**src/rtl/poll_pkg.sv**
```systemverilog
package poll_pkg;
  function automatic int unsigned umax3(input int unsigned a, input int unsigned b,
                                        input int unsigned c);
    int unsigned m;
    m = (a > b) ? a : b;
    return (m > c) ? m : c;
  endfunction
endpackage

```
**src/rtl/poll_div.sv**
```systemverilog
module poll_div #(
  parameter int unsigned DVD = 600,
  parameter int unsigned YW  = 8,
  localparam int unsigned QW = $clog2(DVD + 1),
  localparam int unsigned SW = $clog2(QW + 1)
) (
  input  logic          clk,
  input  logic          rst_n,
  input  logic [YW-1:0] y_i,
  output logic [QW-1:0] quot_o
);
  logic [YW-1:0] y_q, y_d;
  logic [YW:0]   rem_q, rem_d, shifted;
  logic [QW-1:0] dq_q, dq_d, quot_q, quot_d;
  logic [SW-1:0] step_q, step_d;
  logic          busy_q, busy_d;

  always_comb begin
    y_d     = y_q;
    rem_d   = rem_q;
    dq_d    = dq_q;
    quot_d  = quot_q;
    step_d  = step_q;
    busy_d  = busy_q;
    shifted = {rem_q[YW-1:0], dq_q[QW-1]};
    if (y_i != y_q) begin
      y_d    = y_i;
      rem_d  = '0;
      dq_d   = QW'(DVD);
      step_d = SW'(QW);
      busy_d = (y_i != '0);
    end else if (busy_q) begin
      if (shifted >= {1'b0, y_q}) begin
        rem_d = shifted - {1'b0, y_q};
        dq_d  = {dq_q[QW-2:0], 1'b1};
      end else begin
        rem_d = shifted;
        dq_d  = {dq_q[QW-2:0], 1'b0};
      end
      step_d = step_q - 1'b1;
      if (step_q == SW'(1)) begin
        busy_d = 1'b0;
        quot_d = dq_d;
      end
    end
  end

  always_ff @(posedge clk or negedge rst_n) begin
    if (!rst_n) begin
      y_q <= '0; rem_q <= '0; dq_q <= '0; quot_q <= '0; step_q <= '0; busy_q <= 1'b0;
    end else begin
      y_q <= y_d; rem_q <= rem_d; dq_q <= dq_d; quot_q <= quot_d;
      step_q <= step_d; busy_q <= busy_d;
    end
  end

  assign quot_o = quot_q;

  AST_DIV_FLOOR: assert property (@(posedge clk) disable iff (!rst_n)
    ($fell(busy_q) && y_q != '0) |->
      ((64'(quot_q) * 64'(y_q) <= 64'(DVD)) &&
       (64'(DVD) < (64'(quot_q) + 64'd1) * 64'(y_q))))
    else $error("quotient not floor of frame/Y");
endmodule

```
**src/rtl/poll_timer.sv**
```systemverilog
module poll_timer #(
  parameter int unsigned NCH = 4,
  parameter int unsigned XW  = 10,
  parameter int unsigned YW  = 8,
  parameter int unsigned QW  = 10,
  parameter int unsigned PW  = 16,
  parameter int unsigned LINE_TICKS     = 10,
  parameter int unsigned SIXTIETH_TICKS = 250
) (
  input  logic           clk,
  input  logic           rst_n,
  input  logic           tick_i,
  input  logic           vsync_i,
  input  logic [XW-1:0]  x_i,
  input  logic [YW-1:0]  y_i,
  input  logic [NCH-1:0] en_i,
  input  logic [QW-1:0]  quot_i,
  output logic [NCH-1:0] poll_o
);
  logic [PW-1:0]  by_lines, by_frame, raw, period;
  logic [PW-1:0]  cnt_q, cnt_d, cnt_inc;
  logic [NCH-1:0] poll_q, poll_d;
  logic           fire;

  always_comb begin
    by_lines = PW'(x_i) * PW'(LINE_TICKS);
    by_frame = PW'(quot_i);
    if (y_i != '0)      raw = (by_frame < by_lines) ? by_frame : by_lines;
    else if (x_i != '0) raw = by_lines;
    else                raw = PW'(SIXTIETH_TICKS);
    period  = (raw == '0) ? PW'(1) : raw;
    cnt_inc = cnt_q + 1'b1;
    fire    = !vsync_i && tick_i && (cnt_inc >= period);
    if (vsync_i)     cnt_d = '0;
    else if (fire)   cnt_d = '0;
    else if (tick_i) cnt_d = cnt_inc;
    else             cnt_d = cnt_q;
    poll_d = fire ? en_i : '0;
  end

  always_ff @(posedge clk or negedge rst_n) begin
    if (!rst_n) begin
      cnt_q  <= '0;
      poll_q <= '0;
    end else begin
      cnt_q  <= cnt_d;
      poll_q <= poll_d;
    end
  end

  assign poll_o = poll_q;

  AST_VSYNC_QUIET: assert property (@(posedge clk) disable iff (!rst_n)
    vsync_i |=> (poll_o == '0))
    else $error("poll right after vsync");
  AST_POLL_MATCHES_EN: assert property (@(posedge clk) disable iff (!rst_n)
    (poll_o != '0) |-> (poll_o == $past(en_i)))
    else $error("poll differs from enable mask");
endmodule

```
**src/rtl/poll_copy_gate.sv**
```systemverilog
module poll_copy_gate #(
  parameter int unsigned NCH = 4
) (
  input  logic           clk,
  input  logic           rst_n,
  input  logic           req_i,
  input  logic           vblank_i,
  input  logic [NCH-1:0] vbcopy_i,
  output logic [NCH-1:0] stb_o
);
  logic [NCH-1:0] pend_q, pend_d, stb_q, stb_d;

  for (genvar i = 0; i < NCH; i++) begin : g_ch
    always_comb begin
      if (vbcopy_i[i]) begin
        stb_d[i]  = vblank_i && (pend_q[i] || req_i);
        pend_d[i] = !vblank_i && (pend_q[i] || req_i);
      end else begin
        stb_d[i]  = req_i;
        pend_d[i] = 1'b0;
      end
    end
  end

  always_ff @(posedge clk or negedge rst_n) begin
    if (!rst_n) begin
      pend_q <= '0;
      stb_q  <= '0;
    end else begin
      pend_q <= pend_d;
      stb_q  <= stb_d;
    end
  end

  assign stb_o = stb_q;

  AST_VB_COPY_IN_BLANK: assert property (@(posedge clk) disable iff (!rst_n)
    ((stb_o & $past(vbcopy_i)) != '0) |-> $past(vblank_i))
    else $error("gated copy outside vblank");
  AST_COPY_FROM_REQ: assert property (@(posedge clk) disable iff (!rst_n)
    ((stb_o & ~$past(vbcopy_i)) != '0) |-> $past(req_i))
    else $error("ungated copy without request");
endmodule

```
**src/rtl/poll_sched.sv**
```systemverilog
module poll_sched #(
  parameter int unsigned NCH = 4,
  parameter int unsigned XW  = 10,
  parameter int unsigned YW  = 8,
  parameter int unsigned LINE_TICKS     = 640,
  parameter int unsigned FRAME_TICKS    = 336000,
  parameter int unsigned SIXTIETH_TICKS = 405000,
  localparam int unsigned QW = $clog2(FRAME_TICKS + 1),
  localparam int unsigned PW = $clog2(poll_pkg::umax3(FRAME_TICKS,
                                 ((1 << XW) - 1) * LINE_TICKS, SIXTIETH_TICKS) + 1)
) (
  input  logic           clk,
  input  logic           rst_n,
  input  logic           tick_i,
  input  logic           vsync_i,
  input  logic           vblank_i,
  input  logic [XW-1:0]  cfg_x_i,
  input  logic [YW-1:0]  cfg_y_i,
  input  logic [NCH-1:0] cfg_en_i,
  input  logic [NCH-1:0] cfg_vbcopy_i,
  input  logic           copy_req_i,
  output logic [NCH-1:0] poll_o,
  output logic [NCH-1:0] copy_stb_o
);
  logic [1:0]    rst_sync_q;
  logic          rst_int_n;
  logic [QW-1:0] quot;

  always_ff @(posedge clk or negedge rst_n) begin
    if (!rst_n) rst_sync_q <= 2'b00;
    else        rst_sync_q <= {rst_sync_q[0], 1'b1};
  end
  assign rst_int_n = rst_sync_q[1];

  poll_div #(.DVD(FRAME_TICKS), .YW(YW)) u_div (
    .clk(clk), .rst_n(rst_int_n), .y_i(cfg_y_i), .quot_o(quot));

  poll_timer #(.NCH(NCH), .XW(XW), .YW(YW), .QW(QW), .PW(PW),
               .LINE_TICKS(LINE_TICKS), .SIXTIETH_TICKS(SIXTIETH_TICKS)) u_timer (
    .clk(clk), .rst_n(rst_int_n), .tick_i(tick_i), .vsync_i(vsync_i),
    .x_i(cfg_x_i), .y_i(cfg_y_i), .en_i(cfg_en_i), .quot_i(quot), .poll_o(poll_o));

  poll_copy_gate #(.NCH(NCH)) u_copy (
    .clk(clk), .rst_n(rst_int_n), .req_i(copy_req_i), .vblank_i(vblank_i),
    .vbcopy_i(cfg_vbcopy_i), .stb_o(copy_stb_o));

  AST_RESET_QUIET: assert property (@(posedge clk)
    !rst_int_n |=> (poll_o == '0 && copy_stb_o == '0))
    else $error("outputs active during reset");
endmodule

```
**config.mk**
```make
export PLATFORM = sky130hd
export DESIGN_NAME = poll_sched
export DESIGN_NICKNAME = d
export VERILOG_FILES = /design/src/rtl/poll_pkg.sv /design/src/rtl/poll_div.sv /design/src/rtl/poll_timer.sv /design/src/rtl/poll_copy_gate.sv /design/src/rtl/poll_sched.sv
export SDC_FILE = /design/constraint.sdc
export NUM_CORES = 1
export LEC_CHECK = 0
export BUFFER_PORTS_ARGS = -buffer_cell sky130_fd_sc_hd__buf_2
export CAP_MARGIN = 20
export CORE_ASPECT_RATIO = 1.4
export CORE_MARGIN = 4
export CORE_UTILIZATION = 30
export CTS_BUF_LIST = sky130_fd_sc_hd__clkbuf_4 sky130_fd_sc_hd__clkbuf_8 sky130_fd_sc_hd__clkbuf_16
export CTS_CLUSTER_SIZE = 24
export DETAILED_ROUTE_END_ITERATION = 12
export PLACE_DENSITY = 0.45
export SYNTH_ARGS = -nofsm -noshare
export SYNTH_HDL_FRONTEND = slang
export SYNTH_SLANG_ARGS = --single-unit
export TNS_END_PERCENT = 10
```
**constraint.sdc**
```tcl
create_clock -name clk -period 3.82 [get_ports clk]
set_input_delay 0.764 -clock clk [delete_from_list [all_inputs] [get_ports clk]]
set_output_delay 0.764 -clock clk [all_outputs]
set_load 0.005 [all_outputs]
```
==> results.md, run 1 <==
* Pleak at 3.79 nW
* Vias at 5,022
* Final Max Slew Viols at 0
* Clock Path Buffers at 2
* Register-to-Register Path Depth at 21
* Crit path DAT at 5.88 ns
* Flop pwr share at 43.0%
* Most used cell, CP: a21o_1
* Switching Fraction at 26.9%
* Final net count at between 800 and 900
* Clock Skew at 0.00793 ns
* Area of the mapped netlist at 6080 µm²
* Syn Inst Count at about 640
* CTS Hold Buffers Added at 0
* First-pass GRT wire length at around 26,000 µm
* Logic pwr share at 16.4%
* Internal at 1.75 mW
* Post-DP HPWL at 11,800 µm
* Post-synth EDFFs at 0
* Area growth syn-to-layout at 27.9%
* GRT overflow at 0
* Final min period at 5.60 ns
* Final wirelength at 15,800 µm
* Critical path origin: cfg_x_i[4]
* Register area share after synthesis at 38.7%
* Sw power at approximately 0.64 mW
* Drc violations at 0
* Worst setup EP type: register
* Initial antenna violation count at 0
* Slew headroom at between 30% and 40%
* CTS root buffer: clkbuf_16
* Final hold vios at 0
* Slowest library cell on the worst path: or3_4
* RD Place Congestion at 0.867
* Net Count, Synth at 732
* CTS clock-pin slew for the worst setup and hold paths at 0.07 ns
* Synth Register Bits at 94
* Final Power at ~2.4 mW
* GRT Overall Usage at 14.5%
* Row cnt at 61
* Max_cap viols at 0
* Initial Util at 30.5%
* Maximum vdd drop at 0.179 mV
* Initial DRC Count at 200
* Die area at 22,600 µm²
* First-pass iteration count of the detailed router at 4
* IO Port Bufs at 39
* Synth unique cells at 61
* Setup crit start kind: primary input
* Inserted Diodes at 0
* Worst Hold Class: in -> async
* Layout cells sized above 1 at 28.2%
* Synth Flop Type: dfrtp_1
* Vias per cell at approximately 5.0
* TritonCTS clock tree: done
* I/O pin total at 40
* H-tree depth at 3
* Cell area power density at just over 300 nW/µm²
* Worst r2r src: u_div.quot_o[8]
* Wirelength per Cell at 15.8 µm
* Yosys warns at 0
* Failing checks: negative setup slack
* Largest net degree at the start of global routing at 74
* Core area at 19,900 µm²
* Setup-violating endpoint count in the final report at 24
* Async SR Flop Fraction at 100%
* Vias in the first global route at 5,366
* Fin crit share at 147%
* Die height at approximately 180 µm
* CP max FO at 5
* Post-route ant nets at 0
* Clk sinks at 94
* RR Endpoint: u_timer.cnt_q[0]
* Fmax at 179 MHz
* Clock insertion delay at the later pin of the skew report at ~0.35 ns
* Slew @ Worst Pin at 1.03 ns
* Place WS at -2.42 ns
* Mean area per synthesized cell at 9.47 µm²
* Post-route setup slack at -1.78 ns
* RSZ-0062 raised after global routing: yes
* Crit Path Class: in -> reg
* Total CTS buffers at 9
* Critical Path RT at between 4 and 5 ns
* CP peak stage delay at ~0.4 ns
* Die Wd at 128 µm
* Status: finished with violations
* Clock network power share at 40.5%
* R2R Setup Slk at -0.58 ns
-- logic make-up after synthesis --
family	count (synthesis)	synth area share, %
buf+inv	72	4.69
other cells	1	0.0617
mux	38	6.64
fa+ha+maj	59	12.3
xor+xnor	40	6.11
compound gates	144	15.7
simple gates	194	15.8
flops	94	38.7
-- cell usage after synthesis, types with 7 or more instances --
library cell,count,area share (%)
nor4_1,8,0.82
a21o_1,13,1.6
xor2_1,20,2.9
a311oi_1,7,1.0
dfrtp_1,94,39
nor3_1,8,0.66
inv_1,35,2.2
ha_1,56,12
nand3b_1,18,2.2
clkbuf_1,27,1.7
o21ai_0,40,3.3
nor2_1,41,2.5
mux2_2,19,3.5
a21oi_1,32,2.6
o211a_1,11,1.8
nand2_1,67,4.1
mux2i_1,19,3.1
xnor2_1,18,2.6
nand4_1,10,1.0
nand3_1,12,0.99
-- how the worst max path moves through the flow --
stage                     depth (start not counted)           endpoint  slack, ns
final                                            27   u_timer.cnt_q[0]      -1.78
after global routing                             27   u_timer.cnt_q[0]      -2.04
after CTS                                        28   u_timer.cnt_q[1]      -1.84
after detailed placement                         28  u_timer.cnt_q[18]      -2.42
after global placement                           28  u_timer.cnt_q[18]      -2.32
after floorplan                                  28  u_timer.poll_o[1]      -1.71
-- through the flow --
step                std cells  utilization [%]  hold WS [ns]  setup TNS (ns)  instance area (µm²)
floorplan                 642                -         0.331          -38.81                 6250
global placement          978             36.3         0.341          -54.69                 7240
detailed placement        978             36.3         0.338          -56.69                 7240
CTS                      1002             38.7         0.163          -41.45                 7720
global route             1003             39.0         0.166          -46.00                 7780
finish                   1003             39.0         0.178          -40.16                 7780
-- layout make-up --
cell class                      count  area (µm²)
Inverter                           36         135
Multi-Input combinational cell    477        3730
Fill cell                        1973       12100
Clock inverter                      5        66.3
Sequential cell                    94        2360
Clock buffer                       11         246
Timing Repair Buffer              128         928
Tap cell                          252         315
-- registers in the layout, summed over array words and instances (netlist names) --
signal          count
u_copy.stb_o        4
u_copy.pend_q       4
u_div.y_q           8
u_div.busy_q        1
u_div.quot_o       19
rst_sync_q          2
u_div.dq_q         19
u_div.step_q        5
u_div.rem_q         8
u_timer.cnt_q      20
u_timer.poll_o      4
-- power by group through the flow --
stage	Clock, mW	Combinational [mW]	Sequential [mW]
6_report	0.972	0.394	1.03
5_1_grt	1.04	0.435	1.04
4_1_cts	1.00	0.386	1.03
3_5_place_dp	0	0.360	1.05
3_3_place_gp	0	0.354	1.05
2_1_floorplan	0	0.196	1.05
-- placed cells by master (no fill, tap or decap), drive strengths merged, types with 14 or more instances in the layout --
| cell type | instances |
|---|---|
| buf | 128 |
| nand3b | 18 |
| nand2 | 67 |
| a21o | 14 |
| dfrtp | 94 |
| o21ai | 45 |
| a21oi | 32 |
| xor2 | 21 |
| inv | 38 |
| xnor2 | 18 |
| mux2i | 19 |
| nor2 | 41 |
| ha | 56 |
| mux2 | 19 |
-- worst max-delay path, delay by kind of cell --
family	cells	cell delay [ns]
buffers and inverters	3	0.38
adder cells (fa/ha/maj)	4	0.97
AND/OR/NAND/NOR	4	0.70
XOR/XNOR	1	0.26
AO/OA/AOI/OAI	15	2.80
-- what timing repair did --
item / CTS / global route
endpoints found under the setup margin: 24 / 24
pin swaps: 16 / 9
resized for setup: 41 / 10
setup buffers: 6 / 1
gates cloned: 2 / 0
-- routing by layer --
layer / track usage (%) / vias up / wire length (µm)
met5: 0 / - / 0
met1: 17.1 / 2442 / 6730
met2: 25.9 / 61 / 8240
li1: - / 2492 / -
met3: 1.73 / 27 / 277
met4: 7.21 / 0 / 552
(Power assumes the default switching activity.)
==> run 2, diff against run 1 <==
--- a/config.mk
+++ b/config.mk
@@ -7,13 +7,13 @@
 export LEC_CHECK = 0
 export BUFFER_PORTS_ARGS = -buffer_cell sky130_fd_sc_hd__buf_2
 export CAP_MARGIN = 20
-export CORE_ASPECT_RATIO = 1.4
+export CORE_ASPECT_RATIO = 1.75
 export CORE_MARGIN = 4
 export CORE_UTILIZATION = 30
 export CTS_BUF_LIST = sky130_fd_sc_hd__clkbuf_4 sky130_fd_sc_hd__clkbuf_8 sky130_fd_sc_hd__clkbuf_16
 export CTS_CLUSTER_SIZE = 24
 export DETAILED_ROUTE_END_ITERATION = 12
-export PLACE_DENSITY = 0.45
+export PLACE_DENSITY = 0.47
 export SYNTH_ARGS = -nofsm -noshare
 export SYNTH_HDL_FRONTEND = slang
 export SYNTH_SLANG_ARGS = --single-unit
==> constraint.sdc (replaced) <==
create_clock -name clk -period 5.1 [get_ports clk]
set_input_delay 1.02 -clock clk [delete_from_list [all_inputs] [get_ports clk]]
set_output_delay 1.02 -clock clk [all_outputs]
set_load 0.005 [all_outputs]
==> results.md, run 2 (synthesis gave the netlist of run 1 again) <==
* # fillers at 1,987 (+0.71%)
* TritonCTS clock tree: done
* Register-to-Register Path Depth at 21 (unchanged)
* Wirelength per Cell at 15.9 µm (+0.76%)
* Commonest non-fill, non-tap cell in the layout: dfrtp_1
* Clock insertion delay at the later pin of the skew report at 0.36 ns (about the same)
* Largest net degree at the start of global routing at 52 (-30%)
* Status: finished with violations
* Final hold slack at 0.354 ns (+0.176 ns)
* Cell area power density at 227 nW/µm² (-26%)
* Slew @ Worst Pin at 1.04 ns (+0.00619 ns)
* Initial DRC Count at 188 (-6.0%)
* Final Power at 1.72 mW (-28%)
* Final min period at 5.77 ns
* CP max FO at 6 (+1)
* Die height at 196 µm (+11%)
* Final Max Slew Viols at 0 (unchanged)
* Vias per cell at 5.14 (+2.7%)
* Final net count at 807 (-3.5%)
* Drc violations at 0 (unchanged)
* RR Endpoint: u_timer.poll_o[1]
* RD Place Congestion at 0.830 (-4.3%)
* First-pass iteration count of the detailed router at 4 (unchanged)
* Commonest non-fill, non-tap cells in the layout: dfrtp_1, nand2_1, buf_4
* Core area at 19,800 µm² (-0.48%)
* Placed Area at 7040 µm² (-2.8%)
* Row cnt at 68 (+11%)
* Initial Util at 30.7% (+0.15 points)
* Vias at 4,972 (-1.0%)
* Place WS at -1.23 ns (+1.19 ns)
* Largest register FFs at 20 (unchanged)
* Worst setup EP type: register
* Setup crit start kind: primary input
* R2R Setup Slk at 0.70 ns (+1.28 ns)
* Die area at 22,700 µm² (+0.26%)
* Failing checks: negative setup slack
* Post-route ant nets at 0 (unchanged)
* Fin crit share at 113%
* First-pass GRT wire length at 26,200 µm (-0.76%)
* GRT Overall Usage at 14.5% (about the same)
* Vias in the first global route at 5,384 (+0.34%)
* H-tree depth at 3 (unchanged)
* Clock Path Buffers at 2 (unchanged)
* Pleak at 3.66 nW (-3.4%)
* Die Wd at 116 µm (-9.9%)
* Fmax at 173 MHz
* Maximum vdd drop at 0.158 mV (-12%)
* Final hold vios at 0 (unchanged)
* CTS clock-pin slew for the worst setup and hold paths at 0.07 ns (about the same)
* Initial antenna violation count at 0 (unchanged)
* Post-route setup slack at -0.672 ns (+1.11 ns)
* Fin area at 7580 µm² (-2.5%)
* Crit Path Class: in -> reg
* Clk sinks at 94 (unchanged)
* Final wirelength at 15,400 µm (-2.9%)
* Worst r2r src: u_div.quot_o[8]
* I/O pin total at 40 (unchanged)
* CTS root buffer: clkbuf_16
* Inserted Diodes at 0 (unchanged)
* Max_cap viols at 0 (unchanged)
* Slew headroom at 30.9% (-0.41 points)
* GRT overflow at 0 (unchanged)
* Layout cells sized above 1 at 26.9% (-1.4 points)
* Most used cell, CP: a21o_1
* Critical Path RT at 5.34 ns (+1.24 ns)
* CP peak stage delay at 0.33 ns (-0.07 ns)
* Area growth syn-to-layout at 24.7%
* Total CTS buffers at 9 (unchanged)
* Critical path origin: cfg_x_i[3]
* IO Port Bufs at 39 (unchanged)
* Post-DP HPWL at 11,800 µm (+0.22%)
* Most flops, register: u_timer.cnt_q
* RSZ-0062 raised after global routing: yes
* Slowest library cell on the worst path: fa_2
* Clock Skew at 0.00872 ns (+0.000794 ns)
* Setup-violating endpoint count in the final report at 24 (unchanged)
* Crit path DAT at 6.01 ns (+0.13 ns)
* Worst Hold Class: reg -> async
## run 2: area by class of cell
cell class                 instances  area [µm²]  share of cell area [%]
clock buffer                      10         239                    3.15
clock inverter                     6        45.0                   0.594
inverter                          36         135                    1.78
multi-input combinational        476        3750                    49.5
sequential                        94        2360                    31.1
tap                              245         307                    4.04
timing repair buffer             100         747                    9.85
## run 2: how the worst max path moves through the flow
stage,to,slack [ns],cells after the start
after floorplan,u_timer.poll_o[1],-0.69,28
after global placement,u_timer.poll_o[1],-1.14,28
after detailed placement,u_timer.cnt_q[2],-1.23,28
after CTS,u_timer.cnt_q[12],-0.70,30
after global routing,u_timer.poll_o[1],-0.87,29
final,u_timer.poll_o[1],-0.67,29
## run 2: per-stage QoR
| stage | instances | utilization (%) | setup TNS, ns |
|---|---|---|---|
| 6_report | 967 | 38.2 | -13.85 |
| 3_5_place_dp | 945 | 35.5 | -27.38 |
| 2_1_floorplan | 642 | - | -14.23 |
| 3_3_place_gp | 945 | 35.5 | -25.29 |
| 5_1_grt | 967 | 38.2 | -18.51 |
| 4_1_cts | 967 | 38.0 | -15.47 |
## run 2: power by group
group | internal, mW | total [mW] | switching, mW
sequential | 0.755 | 0.769 | 0.0137
combinational | 0.152 | 0.297 | 0.145
clock | 0.347 | 0.652 | 0.304
## run 2: repair_timing
action                                 CTS  global route
pin swaps                               24            11
setup endpoints to repair               24            24
cloned                                   2             0
setup buffers                            4             1
resized for setup                       55            14
hold buffers                             0             0
endpoints found under the hold margin    0             0
## run 2: critical path, delay by kind of cell
kind,cells,cell delay [ns]
AND/OR/NAND/NOR,5,0.80
adder cells (fa/ha/maj),5,1.18
multiplexers,1,0.30
AO/OA/AOI/OAI,14,2.29
buffers and inverters,3,0.29
XOR/XNOR,1,0.13
## run 2: per-layer routing
layer | part of all wire [%] | global-route usage, % | vias to the layer above
li1 | - | - | 2431
met1 | 37 | 15.1 | 2422
met2 | 56 | 27.6 | 81
met3 | 2.5 | 2.37 | 38
met4 | 4.0 | 6.92 | 0
met5 | 0 | 0 | -
